--- src/rtl/adcseq_pkg.sv ---
package adcseq_pkg;
    parameter int NSRC    = 16;
    parameter int NSLOT   = 16;
    parameter int NMOD    = 4;
    parameter int BURST_W = 4;
    parameter int SEL_W   = $clog2(NSRC);
    parameter int SRC_W   = SEL_W + 1;
    parameter int CH_W    = $clog2(NSLOT);
    parameter int REM_W   = BURST_W + 1;
    parameter int SCAN_CODE = NSRC;

    typedef enum logic [1:0] {
        ST_IDLE = 2'd0,
        ST_REQ  = 2'd1,
        ST_BUSY = 2'd2
    } cv_state_e;
endpackage

--- src/rtl/adcseq_srcedge.sv ---
module adcseq_srcedge
    import adcseq_pkg::*;
(
    input  logic            clk,
    input  logic            rst_n,
    input  logic [NSRC-1:0] hw_i,
    input  logic [NSRC-1:0] sw_i,
    output logic [NSRC-1:0] lvl_o,
    output logic [NSRC-1:0] rise_o
);
    logic [NSRC-1:0] line_d, line_q;

    always_comb begin
        line_d = hw_i | sw_i;
    end

    always_ff @(posedge clk or negedge rst_n) begin
        if (!rst_n) line_q <= '0;
        else        line_q <= line_d;
    end

    assign lvl_o  = line_d;
    assign rise_o = line_d & ~line_q;
endmodule

--- src/rtl/adcseq_pick.sv ---
module adcseq_pick #(
    parameter int W  = 16,
    parameter int IW = (W > 1) ? $clog2(W) : 1
) (
    input  logic [W-1:0]  vec_i,
    output logic          found_o,
    output logic [IW-1:0] idx_o
);
    always_comb begin
        found_o = 1'b0;
        idx_o   = '0;
        for (int i = W - 1; i >= 0; i--) begin
            if (vec_i[i]) begin
                found_o = 1'b1;
                idx_o   = IW'(i);
            end
        end
    end
endmodule

--- src/rtl/adcseq_unit.sv ---
module adcseq_unit
    import adcseq_pkg::*;
#(
    parameter int NCH = 16
) (
    input  logic                   clk,
    input  logic                   rst_n,
    input  logic [NSRC-1:0]        src_lvl_i,
    input  logic [NSRC-1:0]        src_rise_i,
    input  logic [NCH*SRC_W-1:0]   cfg_src_i,
    input  logic [NCH-1:0]         cfg_level_i,
    input  logic [NCH*BURST_W-1:0] cfg_burst_i,
    input  logic [SEL_W-1:0]       scan_sel_i,
    input  logic [NCH-1:0]         scan_mask_i,
    input  logic                   conv_ack_i,
    input  logic                   conv_done_i,
    output logic                   conv_req_o,
    output logic [CH_W-1:0]        conv_ch_o,
    output logic [NCH-1:0]         rdy_o
);
    localparam int IW = (NCH > 1) ? $clog2(NCH) : 1;

    typedef struct packed {
        cv_state_e                  st;
        logic [CH_W-1:0]            ch;
        logic                       from_scan;
        logic [NCH-1:0][REM_W-1:0]  rem;
        logic [NCH-1:0]             scan_left;
        logic                       scan_pend;
        logic [NCH-1:0]             rdy;
    } unit_s;

    unit_s d, q;

    logic [NCH-1:0] edge_hit, lvl_want, scan_elig, rem_nz, dir_want;
    logic           dir_found, scan_found, scan_rise;
    logic [IW-1:0]  dir_idx, scan_idx;

    for (genvar i = 0; i < NCH; i++) begin : g_ch
        logic [SRC_W-1:0] code;
        logic             is_dir;
        assign code        = cfg_src_i[i*SRC_W +: SRC_W];
        assign is_dir      = (code < SRC_W'(NSRC));
        assign edge_hit[i] = is_dir && !cfg_level_i[i] && src_rise_i[code[SEL_W-1:0]];
        assign lvl_want[i] = is_dir && cfg_level_i[i] && src_lvl_i[code[SEL_W-1:0]];
        assign scan_elig[i] = (code == SRC_W'(SCAN_CODE)) && scan_mask_i[i];
        assign rem_nz[i]   = (q.rem[i] != '0);
    end

    assign dir_want  = rem_nz | lvl_want;
    assign scan_rise = src_rise_i[scan_sel_i];

    adcseq_pick #(.W(NCH), .IW(IW)) u_pick_dir (
        .vec_i(dir_want), .found_o(dir_found), .idx_o(dir_idx)
    );
    adcseq_pick #(.W(NCH), .IW(IW)) u_pick_scan (
        .vec_i(q.scan_left), .found_o(scan_found), .idx_o(scan_idx)
    );

    always_comb begin
        d     = q;
        d.rdy = '0;

        // edge latch: only when the channel has nothing outstanding
        for (int i = 0; i < NCH; i++) begin
            if (edge_hit[i] && !rem_nz[i]) begin
                d.rem[i] = {1'b0, cfg_burst_i[i*BURST_W +: BURST_W]} + REM_W'(1);
            end
        end

        case (q.st)
            ST_IDLE: begin
                if (dir_found) begin
                    d.st        = ST_REQ;
                    d.ch        = CH_W'(dir_idx);
                    d.from_scan = 1'b0;
                end else if (scan_found) begin
                    d.st        = ST_REQ;
                    d.ch        = CH_W'(scan_idx);
                    d.from_scan = 1'b1;
                end
            end
            ST_REQ: begin
                if (conv_ack_i) d.st = ST_BUSY;
            end
            ST_BUSY: begin
                if (conv_done_i) begin
                    d.st = ST_IDLE;
                    for (int i = 0; i < NCH; i++) begin
                        if (CH_W'(i) == q.ch) begin
                            d.rdy[i] = 1'b1;
                            if (q.from_scan)  d.scan_left[i] = 1'b0;
                            else if (rem_nz[i]) d.rem[i] = q.rem[i] - REM_W'(1);
                        end
                    end
                end
            end
            default: d.st = ST_IDLE;
        endcase

        // scan trigger: start, or hold one pending restart
        if (scan_rise) begin
            if (|d.scan_left) d.scan_pend = 1'b1;
            else              d.scan_left = scan_elig;
        end
        if (!(|d.scan_left) && d.scan_pend) begin
            d.scan_left = scan_elig;
            d.scan_pend = 1'b0;
        end
    end

    always_ff @(posedge clk or negedge rst_n) begin
        if (!rst_n) q <= '0;
        else        q <= d;
    end

    assign conv_req_o = (q.st == ST_REQ);
    assign conv_ch_o  = q.ch;
    assign rdy_o      = q.rdy;

    // request and channel held until acknowledged
    a_r7_req_hold: assert property (@(posedge clk) disable iff (!rst_n)
        conv_req_o && !conv_ack_i |=> conv_req_o && $stable(conv_ch_o));
    // nothing new while a conversion is running
    a_r7_quiet_until_done: assert property (@(posedge clk) disable iff (!rst_n)
        (q.st == ST_BUSY) && !conv_done_i |=> !conv_req_o);
    // only populated channels appear on the request
    a_r10_ch_populated: assert property (@(posedge clk) disable iff (!rst_n)
        conv_req_o |-> (int'(conv_ch_o) < NCH));
    // strobes are single and follow a done
    a_r8_rdy_onehot: assert property (@(posedge clk) disable iff (!rst_n)
        $onehot0(rdy_o));
    a_r8_rdy_after_done: assert property (@(posedge clk) disable iff (!rst_n)
        (|rdy_o) |-> $past(conv_done_i));
    // a pending scan exists only while a scan is running
    a_r5_pend_mid_scan: assert property (@(posedge clk) disable iff (!rst_n)
        q.scan_pend |-> (|q.scan_left));
    // burst remainder never exceeds the largest burst
    for (genvar i = 0; i < NCH; i++) begin : g_chk
        a_r2_rem_bound: assert property (@(posedge clk) disable iff (!rst_n)
            q.rem[i] <= REM_W'(1 << BURST_W));
    end
endmodule

--- src/rtl/adc_trig_seq.sv ---
module adc_trig_seq
    import adcseq_pkg::*;
#(
    parameter int CH_MOD0  = 16,
    parameter int CH_OTHER = 7
) (
    input  logic                           clk,
    input  logic                           rst_n,
    input  logic [NSRC-1:0]                trig_hw_i,
    input  logic [NSRC-1:0]                trig_sw_i,
    input  logic [NMOD*NSLOT*SRC_W-1:0]    ch_src_i,
    input  logic [NMOD*NSLOT-1:0]          ch_level_i,
    input  logic [NMOD*NSLOT*BURST_W-1:0]  ch_burst_i,
    input  logic [NMOD*SEL_W-1:0]          scan_sel_i,
    input  logic [NMOD*NSLOT-1:0]          scan_mask_i,
    output logic [NMOD-1:0]                conv_req_o,
    output logic [NMOD*CH_W-1:0]           conv_ch_o,
    input  logic [NMOD-1:0]                conv_ack_i,
    input  logic [NMOD-1:0]                conv_done_i,
    output logic [NMOD*NSLOT-1:0]          ch_rdy_o
);
    logic [NSRC-1:0] src_lvl, src_rise;

    adcseq_srcedge u_edge (
        .clk(clk), .rst_n(rst_n),
        .hw_i(trig_hw_i), .sw_i(trig_sw_i),
        .lvl_o(src_lvl), .rise_o(src_rise)
    );

    for (genvar m = 0; m < NMOD; m++) begin : g_mod
        localparam int NCH  = (m == 0) ? CH_MOD0 : CH_OTHER;
        localparam int BASE = m * NSLOT;
        logic [NCH-1:0] rdy;

        adcseq_unit #(.NCH(NCH)) u_unit (
            .clk(clk), .rst_n(rst_n),
            .src_lvl_i(src_lvl), .src_rise_i(src_rise),
            .cfg_src_i(ch_src_i[BASE*SRC_W +: NCH*SRC_W]),
            .cfg_level_i(ch_level_i[BASE +: NCH]),
            .cfg_burst_i(ch_burst_i[BASE*BURST_W +: NCH*BURST_W]),
            .scan_sel_i(scan_sel_i[m*SEL_W +: SEL_W]),
            .scan_mask_i(scan_mask_i[BASE +: NCH]),
            .conv_ack_i(conv_ack_i[m]),
            .conv_done_i(conv_done_i[m]),
            .conv_req_o(conv_req_o[m]),
            .conv_ch_o(conv_ch_o[m*CH_W +: CH_W]),
            .rdy_o(rdy)
        );

        assign ch_rdy_o[BASE +: NCH] = rdy;
        if (NCH < NSLOT) begin : g_pad
            assign ch_rdy_o[BASE+NCH +: NSLOT-NCH] = '0;
        end
    end
endmodule

--- config.mk ---
export PLATFORM = sky130hd
export DESIGN_NAME = adc_trig_seq
export DESIGN_NICKNAME = d
export VERILOG_FILES = /design/src/rtl/adcseq_pkg.sv /design/src/rtl/adcseq_srcedge.sv /design/src/rtl/adcseq_pick.sv /design/src/rtl/adcseq_unit.sv /design/src/rtl/adc_trig_seq.sv
export SDC_FILE = /design/constraint.sdc
export NUM_CORES = 2
export LEC_CHECK = 0
export BUFFER_PORTS_ARGS = -buffer_cell sky130_fd_sc_hd__buf_2
export CORE_AREA = 2 2 325 327
export DETAILED_ROUTE_END_ITERATION = 16
export DIE_AREA = 0 0 327 329
export PLACE_DENSITY_LB_ADDON = 0.3
export SLEW_MARGIN = 20
export SYNTH_ARGS = -nofsm -noshare
export SYNTH_HDL_FRONTEND = slang
export SYNTH_SLANG_ARGS = --single-unit
--- constraint.sdc ---
create_clock -name clk -period 7.05 [get_ports clk]
set_input_delay 1.41 -clock clk [delete_from_list [all_inputs] [get_ports clk]]
set_output_delay 1.41 -clock clk [all_outputs]
set_load 0.005 [all_outputs]
# After elaboration in Yosys (flattened, before gate mapping)
# Index checks and enable logic that the tools add are counted.
classes:
  addsub: 74
  muxes: 615
  magnitude_cmp: 78
  bitwise: 7
  n_reduce_logical: 369
  n_eq_ne: 90
op_table:
  columns: ["cell", "n"]
  rows:
  - ["two-way mux 5 bit", 148]
  - ["binary-select mux 1 bit (select 4 bit)", 78]
  - ["two-way mux 1 bit", 267]
  - ["two-way mux 42 bit", 6]
  - ["logical AND 1 bit", 226]
  - ["< comparator 4 x 5 -> 1 bit, second input constant", 41]
  - ["two-way mux 96 bit", 2]
  - ["adder 4 x 1 -> 5 bit, second input constant", 37]
  - ["equality test 5 bit, second input constant", 37]
  - ["< comparator 5 bit, second input constant", 37]
  - ["nonzero test 5 bit", 37]
  - ["subtractor 5 x 1 -> 5 bit, second input constant", 37]
  - ["two-way mux 4 bit", 32]
  - ["two-way mux 3 bit", 42]
  - ["two-way mux 7 bit", 17]
  - ["logical NOT 1 bit", 78]
  - ["equality test 3 x 4 -> 1 bit, first input constant", 13]
  - ["two-way mux 16 bit", 3]
  - ["two-way mux 8 bit", 6]
  - ["OR reduction 7 bit", 6]
  - ["two-way mux 17 bit", 2]
  - ["equality test 2 x 4 -> 1 bit, first input constant", 8]
  - ["equality test 4 bit, first input constant", 8]
  - ["OR 16 bit", 2]
  - ["other kinds (16)", 63]
word_totals:
  inputBits: 762
  regBits: 307
  word_cells: 1295
  output_inout_bits: 84

# Depth between registers and ports, before layout
logic_depth:
  ltp_word: 23
  ltp_mapped: 13
  depth_no_buf: 10

# Hierarchy
# Synthesis repeated with hierarchy kept, for this count alone.
unflattened:
  hier_cells: 2917
  area_unflattened_um2: 29995.0
by_module_without_submodules:
  columns: ["module", "area_each_um2", "n_inst", "cells_per_inst"]
  rows:
  - ["adcseq_unit (g_mod[0].u_unit)", 11395.9, 1, 1039]
  - ["adcseq_unit (g_mod[1].u_unit)", 5888.1, 1, 589]
  - ["adcseq_unit (g_mod[2].u_unit)", 5784.3, 1, 592]
  - ["adcseq_unit (g_mod[3].u_unit)", 5303.8, 1, 489]
  - ["adcseq_srcedge", 660.6, 1, 48]
  - ["adcseq_pick (g_mod[1].u_unit.u_pick_dir ...)", 66.3, 6, 11]
  - ["adcseq_pick (g_mod[0].u_unit.u_pick_dir ...)", 178.9, 2, 33]
  - ["adc_trig_seq", 206.4, 1, 28]

# Worst setup path before layout
# No wires, ideal clock.
synth_path:
  path_kind: "input -> register"
  start: "input port ch_src_i[80]"
  end: "register g_mod[1].u_unit.q[16] (netlist bit)"
  required_time_ps: 6900
  setup_time_ps: 150
  arrival_time_ps: 3868
  slack_ps: 3033
  cell_stages: 8
  path_cell_list: "clkbuf_1 mux4_2 mux4_2 or4b_1 buf_2 mux2_4 nor2_2 a21oi_1"
synth_lines:
  columns: ["item", "line", "source"]
  rows:
  - ["from (decl)", "adc_trig_seq.sv:11", "input logic [NMOD*NSLOT*SRC_W-1:0] ch_src_i,"]
  - ["to (signal assigned)", "adcseq_unit.sv:113", "if (!rst_n) q <= '0;"]
  - ["to (signal assigned)", "adcseq_unit.sv:114", "else q <= d;"]
  - ["to (decl)", "adcseq_unit.sv:33", "unit_s d, q;"]

# Worst setup path in the final report
layout_path:
  start: "input port trig_sw_i[15]"
  end: "register g_mod[0].u_unit.q (netlist bit g_mod[0].u_unit.conv_ch_o[1])"
layout_between:
  elab_chain_len: 23
layout_rtl:
  columns: ["item", "line", "source"]
  rows:
  - ["from (decl)", "adc_trig_seq.sv:10", "input logic [NSRC-1:0] trig_sw_i,"]
  - ["OR 16 bit (*)", "adcseq_srcedge.sv:14", "line_d = hw_i | sw_i;"]
  - ["binary-select mux 1 bit (select 4 bit)", "adcseq_unit.sv:45", "assign lvl_want[i] = is_dir && cfg_level_i[i] && src_lvl_i[code[SEL_W-1:0]];"]
  - ["two-way mux 1 bit (implied by the code)", "adcseq_unit.sv:45", null]
  - ["logical AND 1 bit", "adcseq_unit.sv:45", null]
  - ["OR 16 bit (*)", "adcseq_unit.sv:50", "assign dir_want = rem_nz | lvl_want;"]
  - ["two-way mux 1 bit (16 in a row)", "adcseq_pick.sv:13", "if (vec_i[i]) begin"]
  - ["nonzero test 2 bit (no line)", null, null]
  - ["AND reduction 2 bit (no line)", null, null]
  - ["to (signal assigned)", "adcseq_unit.sv:113", null]
  - ["to (signal assigned)", "adcseq_unit.sv:114", null]
  - ["to (decl)", "adcseq_unit.sv:33", null]
# Every way passes the cells marked *; elsewhere a longest branch is shown, timed or not. The select of a mux whose other input is x is not followed.
# A chain may end at the register's enable or synchronous reset.

==> impl_metrics.py <==
metrics = {
    "synth": {
        "synth_edf_count": 0,
        "synth_top_area_cell": "dfrtp_1",
        "synth_common_cells": "mux4_2, dfrtp_1, nor2_1",
        "ys_seq_area_share_pct": 25.70,
        "synth.distinct_cells": 94,
        "ys_seq_elements": 304,
        "synth_warnings": 0,
        "synth_ff_type": "dfrtp_1",
        "ys_top_cells_by_area": "dfrtp_1, mux4_2, ha_1",
        "syn_area_per_cell_um2": 9.995,
        "yosys.area.top_type_share_pct": 25.70,
        "postSynthCellCount": 2962,
        "yosysMostFrequentCell": "mux4_2",
        "syn_area_um2": 29610,
        "synthArstFlopShare_pct": 100.0,
    },
    "global_routing": {
        "grt_pass1_wl_um": 187300,
        "grt_pass1_vias": 26630,
        "grt_max_degree": 137,
        "grt_overflow": 0,
        "grtUsageTotal_pct": 23.69,
        "antenna_found_initial": 65,
    },
    "floorplan": {
        "die_y_um": 329,
        "fp.coreArea_um2": 104400,
        "io_pins": 846,
        "dieArea_um2": 107600,
        "start_util_pct": 28.37,
        "rows": 119,
        "fp.dieW_um": 327,
    },
    "clock_network": {
        "post-cts-setup-buffer-count": 0,
        "clk_latency_ns": 0.62,
        "cts_buffer_depth": 3,
        "ctsHtreeMaxLevel": 2,
        "holdBufCountCts": 0,
        "clock-root-buffer": "clkbuf_16",
        "cts_resized": 0,
        "clock-sinks": 304,
        "cts_buffers": 42,
        "path_clk_slew_ns": 0.06,
        "cts_tree": "built",
    },
    "sta": {
        "hold_viol_final": 0,
        "max_slew.worst_pin.slew_ns": 1.072,
        "setup-tns-final_ns": 0,
        "post-route-period-util_pct": 69.37,
        "skew_ns": 0.02655,
        "setup_viol": 0,
        "min_period_ns": 4.890,
        "maxSlewViolCount": 0,
        "fin_ws_ns": 2.160,
        "slew-limit-headroom_pct": 28.51,
        "rsz0062_at_grt": "false",
        "max_freq_ghz": 0.2045,
    },
    "setup_path": {
        "worstSetupEndpointType": "flip-flop",
        "cp_max_fo": 21,
        "crit_type": "in -> reg",
        "cp-start-kind": "primary input",
        "crit_required_ns": 7.59,
        "crit_arrival_ns": 5.43,
        "ff2ff_setup_slack_ns": 3.36,
    },
    "power": {
        "total_power_w": 0.007795,
        "p_leak_nw": 13.93,
        "max-vdd-ir-drop_uv": 157.5,
        "power_density_nw_per_um2": 227.0,
    },
    "finish": {
        "multi_input_area_um2": 19900,
        "nFillCells": 10800,
        "seq_area_um2": 7607,
        "layout-drive-gt1-share_pct": 32.86,
        "syn2layout_area_growth_pct": 15.97,
        "final_cell_area_um2": 34330,
        "nNetsFinal": 4120,
    },
    "route": {
        "viasPerCell": 5.857,
        "dr.pass1.iters": 8,
        "vias": 27710,
        "drc": 0,
        "wl_um": 130700,
        "ant_nets": 0,
        "drtIter0Drc": 2391,
        "wl_per_cell_um": 27.63,
    },
    "run": {
        "drv_cap": 0,
    },
    "placement": {
        "port_buffers": 518,
        "dpl_cell_area_um2": 32870,
        "gp_congestion": 0.9302,
        "pre_cts_ws_ns": 1.598,
        "hpwl_um": 98140,
    },
    "min_path": {
        "hp-class": "reg -> reg",
    },
    "outcome": {
        "status": "finished, final reports clean",
    },
}
-- cells in the final DEF, fill, tap and decap left out, types with 12 or more instances in the layout --
cell | Yosys | routed
diode_2 | 0 | 29
nor4_1 | 44 | 43
a21oi_1 | 164 | 164
buf_2 | 30 | 517
nor3b_1 | 17 | 17
a32o_1 | 17 | 17
nand4b_1 | 13 | 13
clkbuf_16 | 0 | 43
nor3_1 | 141 | 141
or3_1 | 12 | 12
xor2_1 | 39 | 39
a311oi_1 | 17 | 17
conb_1 | 1 | 30
nand3b_1 | 27 | 27
inv_1 | 161 | 161
a41oi_1 | 20 | 20
o21ai_0 | 155 | 155
nor2_4 | 9 | 15
dfrtp_1 | 304 | 304
nor2_1 | 213 | 212
a211oi_1 | 27 | 27
nand2b_1 | 53 | 48
nand4_1 | 13 | 13
mux2_4 | 15 | 15
buf_4 | 87 | 44
mux4_2 | 333 | 333
a31oi_1 | 36 | 36
nand3_1 | 107 | 107
xnor2_1 | 46 | 46
nor4b_1 | 39 | 38
o211ai_1 | 21 | 21
nor2b_1 | 26 | 26
mux2i_1 | 79 | 79
ha_1 | 77 | 77
and3_1 | 16 | 16
nand2_1 | 133 | 133
-- where the power goes --
part	total (W)	switching (W)	internal (W)
combinational	0.00294	0.00164	0.00129
clock	0.00220	0.000898	0.00130
sequential	0.00266	0.000484	0.00218
-- state kept, by name, indices dropped and copies added (netlist names) --
name,cells
g_mod.u_unit.rdy_o,37
u_edge.line_q,16
g_mod.u_unit.conv_ch_o,13
g_mod.u_unit.q,238
-- metal layers --
layer  up-vias  share of wire [%]  GRT usage (%)
li1      11950                  -              -
met1     13790                 41          30.86
met2      1618                 45          37.10
met3       303                 11          7.425
met4        50                3.7          8.307
met5         -               0.25              0
-- critical path: stages --
cell and delay (ns):
buf_2 0.11, nor2_4 0.76, inv_4 0.26, mux4_2 0.57, a211oi_1 0.38, o31ai_1 0.22, a211oi_1 0.58, nand4_2 0.25
o41ai_4 0.55, a32o_1 0.20, a31o_1 0.10
-- path summary, 6_finish.rpt --
path	from	endpoint	cells after the start
max	trig_sw_i[15]	g_mod[0].u_unit.conv_ch_o[1]	11
min	g_mod[0].u_unit.q[96]	g_mod[0].u_unit.q[96]	1
max reg2reg	u_edge.line_q[5]	g_mod[0].u_unit.q[44]	7
min reg2reg	g_mod[0].u_unit.q[96]	g_mod[0].u_unit.q[96]	1
max in group asynchronous	rst_n	g_mod[0].u_unit.q[55]	2
min in group asynchronous	rst_n	g_mod[2].u_unit.q[18]	1
-- through the flow --
| stage | hold WS, ns | std cells | utilization [%] |
|---|---|---|---|
| 2_1_floorplan | 0.4408 | 2991 | - |
| 3_3_place_gp | 0.4619 | 4628 | 31.50 |
| 3_5_place_dp | 0.4659 | 4628 | 31.50 |
| 4_1_cts | 0.4736 | 4702 | 32.82 |
| 5_1_grt | 0.4924 | 4716 | 32.86 |
| 6_report | 0.4780 | 4731 | 32.90 |
-- cell families (layout without fill, tap and decap cells) --
group	Yosys count	after routing	share of synthesized area (%)
AO/OA/AOI/OAI	606	606	13.33
XOR/XNOR	85	85	2.515
adder cells (fa/ha/maj)	77	77	3.254
buffers and inverters	495	815	7.666
flip-flops	304	304	25.70
multiplexers	437	437	29.14
other	1	59	0.01267
AND/OR/NAND/NOR	957	957	18.38
-- cell type report --
type	count	area share (%)
sequential	304	22.16
tap	1391	5.069
clock inverter	12	0.3936
antenna	29	0.2114
clock buffer	62	3.633
inverter	178	1.990
multi-input combinational	2192	57.95
timing repair buffer	563	8.600
Note: power is estimated with default switching activity, not from simulation.
